**config.mk**
```make
export PLATFORM = sky130hd
export DESIGN_NAME = vsyncRegen
export DESIGN_NICKNAME = d
export VERILOG_FILES = /design/src/rtl/vregen_pkg.sv /design/src/rtl/vregenCtl.sv /design/src/rtl/vregenDp.sv /design/src/rtl/vsyncRegen.sv
export SDC_FILE = /design/constraint.sdc
export NUM_CORES = 1
export LEC_CHECK = 0
export ABC_AREA = 1
export BUFFER_PORTS_ARGS = -buffer_cell sky130_fd_sc_hd__buf_2
export CELL_PAD_IN_SITES_DETAIL_PLACEMENT = 1
export CELL_PAD_IN_SITES_GLOBAL_PLACEMENT = 2
export CORE_UTILIZATION = 27
export DETAILED_ROUTE_END_ITERATION = 12
export HOLD_SLACK_MARGIN = 0.12
export PLACE_DENSITY_LB_ADDON = 0.12
export SLEW_MARGIN = 20
export SYNTH_ARGS = -nofsm -noshare
export SYNTH_HDL_FRONTEND = slang
export SYNTH_SLANG_ARGS = --single-unit
```
**constraint.sdc**
```tcl
create_clock -name clk -period 1.6 [get_ports clk]
set_clock_uncertainty 0.2 [all_clocks]
set_input_delay 0.16 -clock clk [delete_from_list [all_inputs] [get_ports clk]]
set_output_delay 0.16 -clock clk [all_outputs]
set_load 0.02 [all_outputs]
```
**src/rtl/vregen_pkg.sv**
```systemverilog
package vregen_pkg;

  // Per-cycle commands from the control to the datapath
  typedef struct packed {
    logic bypass;   // pass input straight through
    logic load;     // start a new pulse with the sampled width
    logic dec;      // one line elapsed inside a pulse
  } regenCmd_t;

endpackage

```
**src/rtl/vregenCtl.sv**
```systemverilog
module vregenCtl
  import vregen_pkg::*;
#(
  parameter int DUR_W   = 8,
  parameter int DUR_RST = 10
) (
  input  logic             clk,
  input  logic             rstN,
  input  logic             hsyncStb,
  input  logic             vsyncIn,
  input  logic             regenEn,
  input  logic [DUR_W-1:0] durLines,
  output regenCmd_t        cmd,
  output logic [DUR_W-1:0] loadVal
);

  localparam logic [DUR_W-1:0] RST_DUR = DUR_W'(DUR_RST);
  localparam logic [DUR_W-1:0] ONE_DUR = DUR_W'(1);

  logic             cfgEn;
  logic [DUR_W-1:0] cfgDur;
  logic             vsPrev;
  logic             leadEdge;

  always_ff @(posedge clk) begin
    if (!rstN) begin
      cfgEn  <= 1'b0;
      cfgDur <= RST_DUR;
      vsPrev <= 1'b0;
    end else begin
      cfgEn  <= regenEn;
      cfgDur <= durLines;
      vsPrev <= vsyncIn;
    end
  end

  assign leadEdge = vsyncIn & ~vsPrev;

  always_comb begin
    cmd.bypass = ~cfgEn;
    cmd.load   = cfgEn & leadEdge;
    cmd.dec    = cfgEn & hsyncStb & ~leadEdge;
    loadVal    = (cfgDur == '0) ? ONE_DUR : cfgDur;
  end


  reset_dflt_chk: assert property (@(posedge clk)
    !rstN |=> (cfgEn == 1'b0) && (cfgDur == RST_DUR));


  cfg_follow_chk: assert property (@(posedge clk) disable iff (!rstN)
    1'b1 |=> (cfgEn == $past(regenEn)) && (cfgDur == $past(durLines)));

endmodule

```
**src/rtl/vregenDp.sv**
```systemverilog
module vregenDp
  import vregen_pkg::*;
#(
  parameter int DUR_W = 8
) (
  input  logic             clk,
  input  logic             rstN,
  input  logic             vsyncIn,
  input  regenCmd_t        cmd,
  input  logic [DUR_W-1:0] loadVal,
  output logic             vsyncOut
);

  localparam logic [DUR_W-1:0] ONE_DUR = DUR_W'(1);

  logic [DUR_W-1:0] lineCnt;

  always_ff @(posedge clk) begin
    if (!rstN) begin
      lineCnt  <= '0;
      vsyncOut <= 1'b0;
    end else if (cmd.bypass) begin
      lineCnt  <= '0;
      vsyncOut <= vsyncIn;
    end else if (cmd.load) begin
      lineCnt  <= loadVal;
      vsyncOut <= 1'b1;
    end else if (cmd.dec && lineCnt != '0) begin
      lineCnt  <= lineCnt - ONE_DUR;
      vsyncOut <= (lineCnt != ONE_DUR);
    end else begin
      vsyncOut <= (lineCnt != '0);
    end
  end


  pass_thru_chk: assert property (@(posedge clk) disable iff (!rstN)
    cmd.bypass |=> vsyncOut == $past(vsyncIn));


  pulse_start_chk: assert property (@(posedge clk) disable iff (!rstN)
    cmd.load |=> vsyncOut);


  never_empty_chk: assert property (@(posedge clk) disable iff (!rstN)
    cmd.load |=> lineCnt != '0);


  pulse_end_chk: assert property (@(posedge clk) disable iff (!rstN)
    (cmd.dec && !cmd.bypass && !cmd.load && lineCnt == ONE_DUR)
      |=> !vsyncOut && lineCnt == '0);


  hold_width_chk: assert property (@(posedge clk) disable iff (!rstN)
    (!cmd.bypass && !cmd.load && !cmd.dec)
      |=> $stable(lineCnt) && (vsyncOut == (lineCnt != '0)));

endmodule

```
**src/rtl/vsyncRegen.sv**
```systemverilog
module vsyncRegen
  import vregen_pkg::*;
#(
  parameter int DUR_W   = 8,
  parameter int DUR_RST = 10
) (
  input  logic             clk,
  input  logic             rstN,
  input  logic             hsyncStb,
  input  logic             vsyncIn,
  input  logic             regenEn,
  input  logic [DUR_W-1:0] durLines,
  output logic             vsyncOut
);

  regenCmd_t        cmd;
  logic [DUR_W-1:0] loadVal;

  vregenCtl #(.DUR_W(DUR_W), .DUR_RST(DUR_RST)) i_ctl (
    .clk      (clk),
    .rstN     (rstN),
    .hsyncStb (hsyncStb),
    .vsyncIn  (vsyncIn),
    .regenEn  (regenEn),
    .durLines (durLines),
    .cmd      (cmd),
    .loadVal  (loadVal)
  );

  vregenDp #(.DUR_W(DUR_W)) i_dp (
    .clk      (clk),
    .rstN     (rstN),
    .vsyncIn  (vsyncIn),
    .cmd      (cmd),
    .loadVal  (loadVal),
    .vsyncOut (vsyncOut)
  );


  out_reset_chk: assert property (@(posedge clk)
    !rstN |=> !vsyncOut);

endmodule

```
# [Word level (Yosys, flattened, before mapping)]
# Index checks and enable logic that the tools add are counted.
[totals] register_bits=19 elab_cells=24
[op_classes] bitwise_logic=6 n_reduce_logical=5 addsub=1 mux=6 n_eq_ne=1
[op_table] op="$mux W8" count=3
[op_table] op="$logic_not A8 Y1" count=1
[op_table] op="$ne A8 B1 Y1 const B" count=1
[op_table] op="$reduce_bool A8 Y1" count=1
[op_table] op="$sub A8 B1 Y8 const B" count=1
[op_table] op="$and A1 B1 Y1" count=4
[op_table] op="$mux W1" count=3
[op_table] op="$not A1 Y1" count=2
[op_table] op="$reduce_and A2 Y1" count=1
[op_table] op="$reduce_bool A2 Y1" count=1
[op_table] op="$logic_and A1 B1 Y1" count=1

# [Depth between registers and ports, before layout]
# Gate-level depths: netlist of run 1.
[logic_depth] ltp_word=8 mapped_depth=9 depth_no_buf=9

# [Hierarchy]
# A second synthesis of run 1 with hierarchy kept.
[unflattened] cells_unflattened=153 hier_area_um2=999.7
[by_module_without_submodules] mod="vregenDp" area_per_inst_um2=636.9 cells_each=101 n_inst=1
[by_module_without_submodules] mod="vregenCtl" area_per_inst_um2=362.8 cells_each=52 n_inst=1

# [Least setup slack after synthesis of run 1]
# OpenSTA, ideal clock, no wires.
[synth_path] path_kind="register to register" start="reg i_dp.lineCnt[0]" end="reg i_dp.lineCnt[7]" arrival_ps=1224 period_less_slack_ps=1480 setup_slack_ps=120 setup_time_ps=56 required_ps=1344 stages_incl_launch_ff=10 cell_sequence="dfxtp_1 -> inv_1 -> ha_1 -> nand2_4 -> nor2_4 -> nor2_4 -> nand3_1 -> nand3_1 -> nand2_1 -> inv_1"
[synth_via] elab_chain_cells=3 elab_cells_between_ends=6 cone_classes="add/sub: 1; mux: 2; reduce/logical: 3"
[synth_lines] element="from (decl)" line="vregenDp.sv:16" text="logic [DUR_W-1:0] lineCnt;"
[synth_lines] element="from (signal assigned)" line="vregenDp.sv:26" text="lineCnt <= loadVal;"
[synth_lines] element="from (signal assigned)" line="vregenDp.sv:29" text="lineCnt <= lineCnt - ONE_DUR;"
[synth_lines] element="$sub A8 B1 Y8 / $reduce_bool A8 Y1 (equally long branches)" line="vregenDp.sv:29, vregenDp.sv:28"
[synth_lines] element="$mux W8 / $logic_and A1 B1 Y1 (equally long branches)" line="vregenDp.sv:28" text="end else if (cmd.dec && lineCnt != '0) begin"
[synth_lines] element="$mux W8 / $reduce_bool A2 Y1 (equally long branches)"
# Several ways; a longest one is shown, not always the timed one. The select of a mux whose other input is x is not followed.
# A chain may end at the register's enable or synchronous reset.

# [Final worst setup path of run 1]
[layout_path] start="in vsyncIn" end="reg i_ctl.vsPrev"
[layout_rtl] element="from (decl)" line="vsyncRegen.sv:10" text="input logic vsyncIn,"
[layout_rtl] element="to (signal assigned)" line="vregenCtl.sv:33" text="vsPrev <= vsyncIn;"
[layout_rtl] element="to (decl)" line="vregenCtl.sv:22" text="logic vsPrev;"
# No word-level cell between the ends.

==> results.ini, run 1 <==
[outcome]
outcome=finished clean

[logic_synthesis]
synth_top_family_by_area=simple AND/OR/NAND/NOR gates
synth_top_area_share_pct=37.1
synth-edff-count=0
synth_compound_area_share_pct=7.94
async_flop_share_pct=0
ys_warn_count=0
synth_mux_area_share_pct=0
synth_fa_ha_area_share_pct=3.66
synth_xor_area_share_pct=0.855
synth.most_common_cell=nand2_1
syn_nets=164
ys_types=21
synthTopCellsByArea=dfxtp_1 (37%), nand2_1 (16%), inv_1 (9.9%)
syn-instance-count=148
synth_area_sq_um=1020
ys_seq_area_share_pct=37.1
synth-seq-cells=19
synth_area_per_cell_sq_um=6.92
yosys.area.top_type=dfxtp_1
synth_common_cells=nand2_1 (43), inv_1 (27), dfxtp_1 (19), nor2_1 (15), nand3_1 (11)
synth_simple_gate_area_share_pct=39.8
synth_ff_type=dfxtp_1

[global_routing]
grt_use_total_pct=14.2
grt_max_degree=12
grt_pass1_vias=1064
antenna_found_initial=0
grt_overflow=0
grt_pass1_wl_microns=4410

[timing]
setup_viol=0
worst_hold_slack_ns=0.154
worst_pin_slew_ns=0.239
fin_tns_setup_ns=0
finalHoldViolations=0
slew_violations=0
min_period_ns=1.55
fmax_mhz=644
timing.slew.headroom_pct=84.0
timing.final.crit_share_pct=97.0

[power_and_ir_drop]
ir_drop_mv=0.337
power_density_nw_per_um2=635
fin_total_pwr_mw=0.976
p_leak_nw=0.758

[routing]
drc=0
wl_met1_microns=1210
vias_per_cell=4.21
via_count=1024
drt_iter0_markers=26
drt_first_pass_iters=3
wl_per_cell_microns=10.8
wl_microns=2620
dr_wl_met3_microns=43
wl_met2_microns=1320
ant_nets=0
top_layer_used=met4

[worst_setup_path]
critPathTopFamily=buffers and inverters
crit_buf_inv=4
start_kind=input port
crit_fanout=4
cp.arrival_ns=1.50
crit_type=input port to flip-flop
crit-reg2reg-launch=i_dp.lineCnt[1]
end_kind=flip-flop
worstReg2RegEnd=i_dp.lineCnt[4]
slowest_delay_ns=0.54
r2r_cells=9
cpMostUsedCell=dlygate4sd3_1
worstPathCellList=dlygate4sd3_1 -> buf_4 -> nand2_1 -> inv_1 -> dlygate4sd3_1
required_ns=1.55
crit_slowest_cell=dlygate4sd3_1
reg2reg_setup_slack_ns=0.09

[die]
ios=14
core_area_sq_um=3660
die-area_sq_um=4050
die_w_microns=63.6
initial_core_util_pct=28.0
die_y_microns=63.6
rows=22

[final_layout]
final_nets=212
syn2layout_area_growth_pct=49.9
utilization_pct=42.0
drive_gt1_share_pct=26.2
n_antenna_cell=0

[worst_hold_path]
hold_depth=4
whs_endpoint=i_dp.vsyncOut
holdCritStartpoint=hsyncStb
worstHoldPathType=input port to flip-flop

[clock_tree]
clk_latency_ns=0.26
cts_tree=built
cts.sinks=19
cts_root_buffer=clkbuf_8
numCtsBuffers=3
htreeDepth=1
cts.clk_slew.worst_paths_ns=0.07
clk_path_buf_depth=2

[placement]
place.gp.congestion=0.764
port_buffers=13
dp_hpwl_microns=1980

[job]
cap_viol_max_count=0

cell families after synthesis:
family                     after synthesis
adders and majority gates                3
buffers and inverters                   29
and+or+nand+nor                         81
DFF                                     19
AOI/OAI and AO/OA                       15
xor gates and xnor gates                 1
final cells by class:
type                       instances  area [sq um]
inverter                          28           108
sequential                        19           384
clock buffer                       4          45.0
multi-input combinational        100           577
fill                             463          2120
timing repair buffer              44           363
tap                               48          60.1
metrics by stage:
| step | instances | cell area [sq um] | worst slack, ns |
|---|---|---|---|
| CTS | 237 | 1460 | 0.0130 |
| detailed placement | 212 | 1180 | -0.0163 |
| finish | 243 | 1540 | 0.0483 |
| global route | 243 | 1540 | -0.0137 |
| floorplan | 148 | 1020 | 0.120 |
| global placement | 212 | 1180 | 0.0316 |
worst max-delay path by stage:
stage,from,endpoint,cells past startpoint
after CTS,i_dp.lineCnt[3],i_dp.lineCnt[4],7
after global routing,i_dp.lineCnt[5],i_dp.lineCnt[3],8
after detailed placement,i_dp.lineCnt[0],i_dp.lineCnt[7],9
after floorplan,i_dp.lineCnt[0],i_dp.lineCnt[7],9
final,vsyncIn,i_ctl.vsPrev,5
after global placement,i_dp.lineCnt[0],i_dp.lineCnt[7],9
cells in the final DEF (no fill, tap or decap):
cell type      synthesis  final
nand2_1               43     42
inv_1                 27     25
dlygate4sd3_1          0     20
dfxtp_1               19     16
nor2_1                15     14
buf_2                  0     12
buf_4                  0     11
nand3_1               11     10
nor2_4                 3      4
a21oi_1                7      4
o21ai_0                3      3
a21oi_2                0      3
o21ai_1                3      3
clkbuf_8               0      3
dfxtp_2                0      3
inv_2                  1      2
nand3_4                2      2
nand2_4                2      2
nand4_1                2      2
inv_4                  0      1
nand2_2                0      1
nor2_2                 1      1
nand3_2                0      1
o21ai_2                1      1
nor3_1                 1      1
o31ai_1                1      1
xor2_1                 1      1
nor2_8                 1      1
ha_4                   0      1
ha_2                   0      1
ha_1                   3      1
clkbuf_1               1      1
buf_12                 0      1
power breakdown:
group          switching [mW]  internal, mW  total [mW]
clock network           0.156         0.177       0.333
registers             0.00862         0.489       0.498
logic                  0.0677        0.0770       0.145
registers in the layout, summed over array words and instances, names as in the netlist:
signal	cells
i_ctl.vsPrev	1
i_ctl.cfgDur	8
i_dp.vsyncOut	1
i_ctl.cfgEn	1
i_dp.lineCnt	8
repair_timing:
item / 4_1_cts / 5_1_grt
buffers inserted: 1 / 6
pin swaps: 2 / 4
gates resized for setup: 5 / 12
hold buffers: 20 / 0
hold endpoints to repair: 11 / 0
endpoints found under the setup margin: 4 / 7
per-layer routing:
metal,track usage (%),up-vias
met3,2.72,4
met5,0,-
met1,15.7,464
met4,5.97,0
met2,26.1,12
li1,-,544
tightest hold or removal path, stage by stage:
cell and delay, ns:
buf_2 0.12, nand3_4 0.09, nor3_1 0.05, o31ai_1 0.17
(Power assumes the default switching activity.)
==> run 2, diff against run 1 <==
--- a/config.mk
+++ b/config.mk
@@ -5,14 +5,15 @@
 export SDC_FILE = /design/constraint.sdc
 export NUM_CORES = 1
 export LEC_CHECK = 0
-export ABC_AREA = 1
+export ABC_AREA = 0
 export BUFFER_PORTS_ARGS = -buffer_cell sky130_fd_sc_hd__buf_2
 export CELL_PAD_IN_SITES_DETAIL_PLACEMENT = 1
 export CELL_PAD_IN_SITES_GLOBAL_PLACEMENT = 2
-export CORE_UTILIZATION = 27
+export CORE_UTILIZATION = 29
 export DETAILED_ROUTE_END_ITERATION = 12
 export HOLD_SLACK_MARGIN = 0.12
 export PLACE_DENSITY_LB_ADDON = 0.12
+export SETUP_SLACK_MARGIN = 0.15
 export SLEW_MARGIN = 20
 export SYNTH_ARGS = -nofsm -noshare
 export SYNTH_HDL_FRONTEND = slang
==> run 2 against run 1 <==
The flow now finishes with violations (negative setup slack). Combinational power grew 9.7%. Synthesized cell count shrank 32%. Clock power shrank 25%. Count of clock-buffer cells in the layout is the same. Setup slack lost 0.42 ns. Non-clock buffer count grew 14. Critical path depth grew 1. Global-route usage grew 4.9 points. Worst hold slack gained 0.043 ns. Sequential power is essentially flat. Power shrank 7.3%.
==> results.ini, run 2 <==
[logic_synthesis]
synth_area_per_cell_sq_um=8.80  ; +27%
ys_types=34  ; +62%
synth-edff-count=0  ; unchanged
synth_top_area_share_pct=42.8  ; +5.7 points
synthTopCellsByArea=dfxtp_1 (43%), and2_1 (7.7%), ha_1 (4.2%)
ys_seq_area_share_pct=42.8  ; +5.7 points
synth-seq-cells=19  ; unchanged
synth.most_common_cell=dfxtp_1
ys_warn_count=0  ; unchanged
synth_ff_type=dfxtp_1
synth_area_sq_um=888  ; -13%
synth_common_cells=dfxtp_1 (19), and2_1 (11), nand2_1 (9), nor2_1 (6)
yosys.area.top_type=dfxtp_1
syn-instance-count=101  ; -32%
syn_nets=117  ; -29%
async_flop_share_pct=0  ; unchanged

[power_and_ir_drop]
ir_drop_mv=0.392  ; +17%
p_leak_nw=0.627  ; -17%
power_density_nw_per_um2=583  ; -8.3%

[worst_setup_path]
start_kind=flip-flop
required_ns=1.59  ; +0.04 ns
crit_type=flip-flop to flip-flop
startpoint=i_dp.lineCnt[0]
crit-reg2reg-launch=i_dp.lineCnt[0]
r2r_cells=6  ; -3
reg2reg_setup_slack_ns=-0.37  ; -0.46 ns
crit_fanout=6  ; +2
end_kind=flip-flop
cp.arrival_ns=1.95  ; +0.45 ns
worstReg2RegEnd=i_dp.lineCnt[0]
endpoint=i_dp.lineCnt[0]

[final_layout]
fill_cells=333  ; -28%
syn2layout_area_growth_pct=74.8
multi_input_area_sq_um=628  ; +8.9%
mostFrequentLayoutCell=buf_4
reg.largest.list=i_ctl.cfgDur x8, i_dp.lineCnt x8
drive_gt1_share_pct=51.3  ; +25 points
final_nets=175  ; -17%
n_antenna_cell=0  ; unchanged
stdcell_count=189  ; -22%
regArea_sq_um=390  ; +1.6%
final_cell_mix=buf_4 (26), dfxtp_1 (13), buf_2 (13)

[clock_tree]
cts_tree=built
cts.sinks=19  ; unchanged
clk_latency_ns=0.30  ; +0.04 ns
cts.clk_slew.worst_paths_ns=0.11  ; +0.04 ns
clk_path_buf_depth=2  ; unchanged
numCtsBuffers=3  ; unchanged
cts_root_buffer=clkbuf_4
htreeDepth=1  ; unchanged

[global_routing]
grt_use_total_pct=19.1  ; +4.9 points
busiest_layer=met2
grt_max_degree=12  ; unchanged
grt_use_met3_pct=3.85  ; +1.1 points
grt_use_met2_pct=33.1  ; +7.0 points
use_met1_pct=23.2  ; +7.5 points
grt_overflow=0  ; unchanged
grt_pass1_vias=1045  ; -1.8%
antenna_found_initial=0  ; unchanged
grt_pass1_wl_microns=4730  ; +7.2%

[routing]
drt_first_pass_iters=4  ; +1
drt_iter0_markers=27  ; +3.8%
via_count=985  ; -3.8%
vias_per_cell=5.21  ; +24%
wl_per_cell_microns=15.6  ; +44%
wl_microns=2940  ; +12%
ant_nets=0  ; unchanged
drc=0  ; unchanged

[worst_hold_path]
worstHoldPathType=input port to flip-flop

[timing]
worst_hold_slack_ns=0.198  ; +0.0431 ns
timing.final.crit_share_pct=123  ; +26 points
worst_pin_slew_ns=0.288  ; +0.0497 ns
finalHoldViolations=0  ; unchanged
fin_ws_ns=-0.367  ; -0.416 ns
setup_viol=9  ; +9
slew_violations=0  ; unchanged
rsz0062_at_grt=true
min_period_ns=1.97  ; +0.416 ns
timing.slew.headroom_pct=80.5  ; -3.5 points
fmax_mhz=508  ; -21%

[die]
die-area_sq_um=3290  ; -19%
ios=14  ; unchanged
initial_core_util_pct=31.4  ; +3.4 points
die_w_microns=57.3  ; -9.8%
core_area_sq_um=2830  ; -23%
die_y_microns=57.3  ; -9.8%
rows=19  ; -14%

[job]
cap_viol_max_count=0  ; unchanged

[placement]
port_buffers=13  ; unchanged
dp.cells=164  ; -23%
pre_cts_slack_ns=-0.460  ; -0.444 ns
dp_hpwl_microns=1990  ; +0.26%
place.gp.congestion=0.905  ; +18%

[outcome]
outcome=finished with violations
violations=negative setup slack

run 2: changes by cell type in the layout (fill, tap and decap cells not counted), sizes merged, moves of 9 or more:
cell,previous run,this run
nand2,45,9
and2,0,11
nand3,13,4
inv,28,2
buf,24,46
nor2,20,6
run 2: area by class of cell:
cell class | count | share of cell area, %
well taps | 31 | 2.50
repair buffers | 58 | 29.6
multi-input cells | 75 | 40.5
flip-flops and latches | 19 | 25.1
inverters | 2 | 0.645
clock buffers | 4 | 1.69
run 2: worst max-delay path, stage by stage (launching register included):
cell,delay (ns)
dfxtp_2,0.34
inv_2,0.08
ha_4,0.13
or2b_1,0.25
or4_4,0.56
a211oi_2,0.23
nor4_2,0.07
run 2: cell families (layout without fill, tap and decap cells):
group / Yosys count / after routing / share of synthesized area (%)
simple gates: 56 / 56 / 36.9
compound gates: 16 / 16 / 12.8
flops: 19 / 19 / 42.8
buf+inv: 7 / 64 / 3.24
fa+ha+maj: 3 / 3 / 4.23
run 2: layer usage:
| layer | vias to the layer above | share of wire [%] | wire (microns) |
|---|---|---|---|
| li1 | 483 | - | - |
| met1 | 476 | 46 | 1350 |
| met2 | 20 | 49 | 1450 |
| met3 | 6 | 3.5 | 104 |
| met4 | 0 | 1.2 | 36 |
| met5 | - | 0 | 0 |
run 2: repair_timing:
item                       in CTS  in global routing
hold endpoints to repair       19                  0
setup buffers                   3                  6
setup endpoints to repair       9                  9
gates resized for setup        26                 15
pin swaps                       4                 15
hold buffers                   12                  0
run 2: stage by stage:
step                area, sq um  util (%)  TNS (ns)  power (mW)
floorplan                   901         -     -2.05       0.559
global placement           1160      41.1     -2.30       0.613
detailed placement         1160      41.1     -2.86       0.615
CTS                        1440      50.7     -2.00       0.893
global route               1550      54.9     -2.74       0.960
finish                     1550      54.9     -2.27       0.905
run 2: worst min-delay path by stage:
stage	start	to	cells after the start
3_5_place_dp	durLines[3]	i_ctl.cfgDur[3]	2
6_report	vsyncIn	i_dp.lineCnt[7]	5
3_3_place_gp	durLines[1]	i_ctl.cfgDur[1]	2
4_1_cts	vsyncIn	i_dp.lineCnt[7]	5
2_1_floorplan	rstN	i_ctl.cfgDur[1]	1
5_1_grt	vsyncIn	i_dp.lineCnt[7]	5
run 2: power by group:
part	internal (mW)	switching [mW]	leakage, nW
combinational	0.0907	0.0682	0.452
sequential	0.488	0.00895	0.159
clock	0.0971	0.152	0.0150
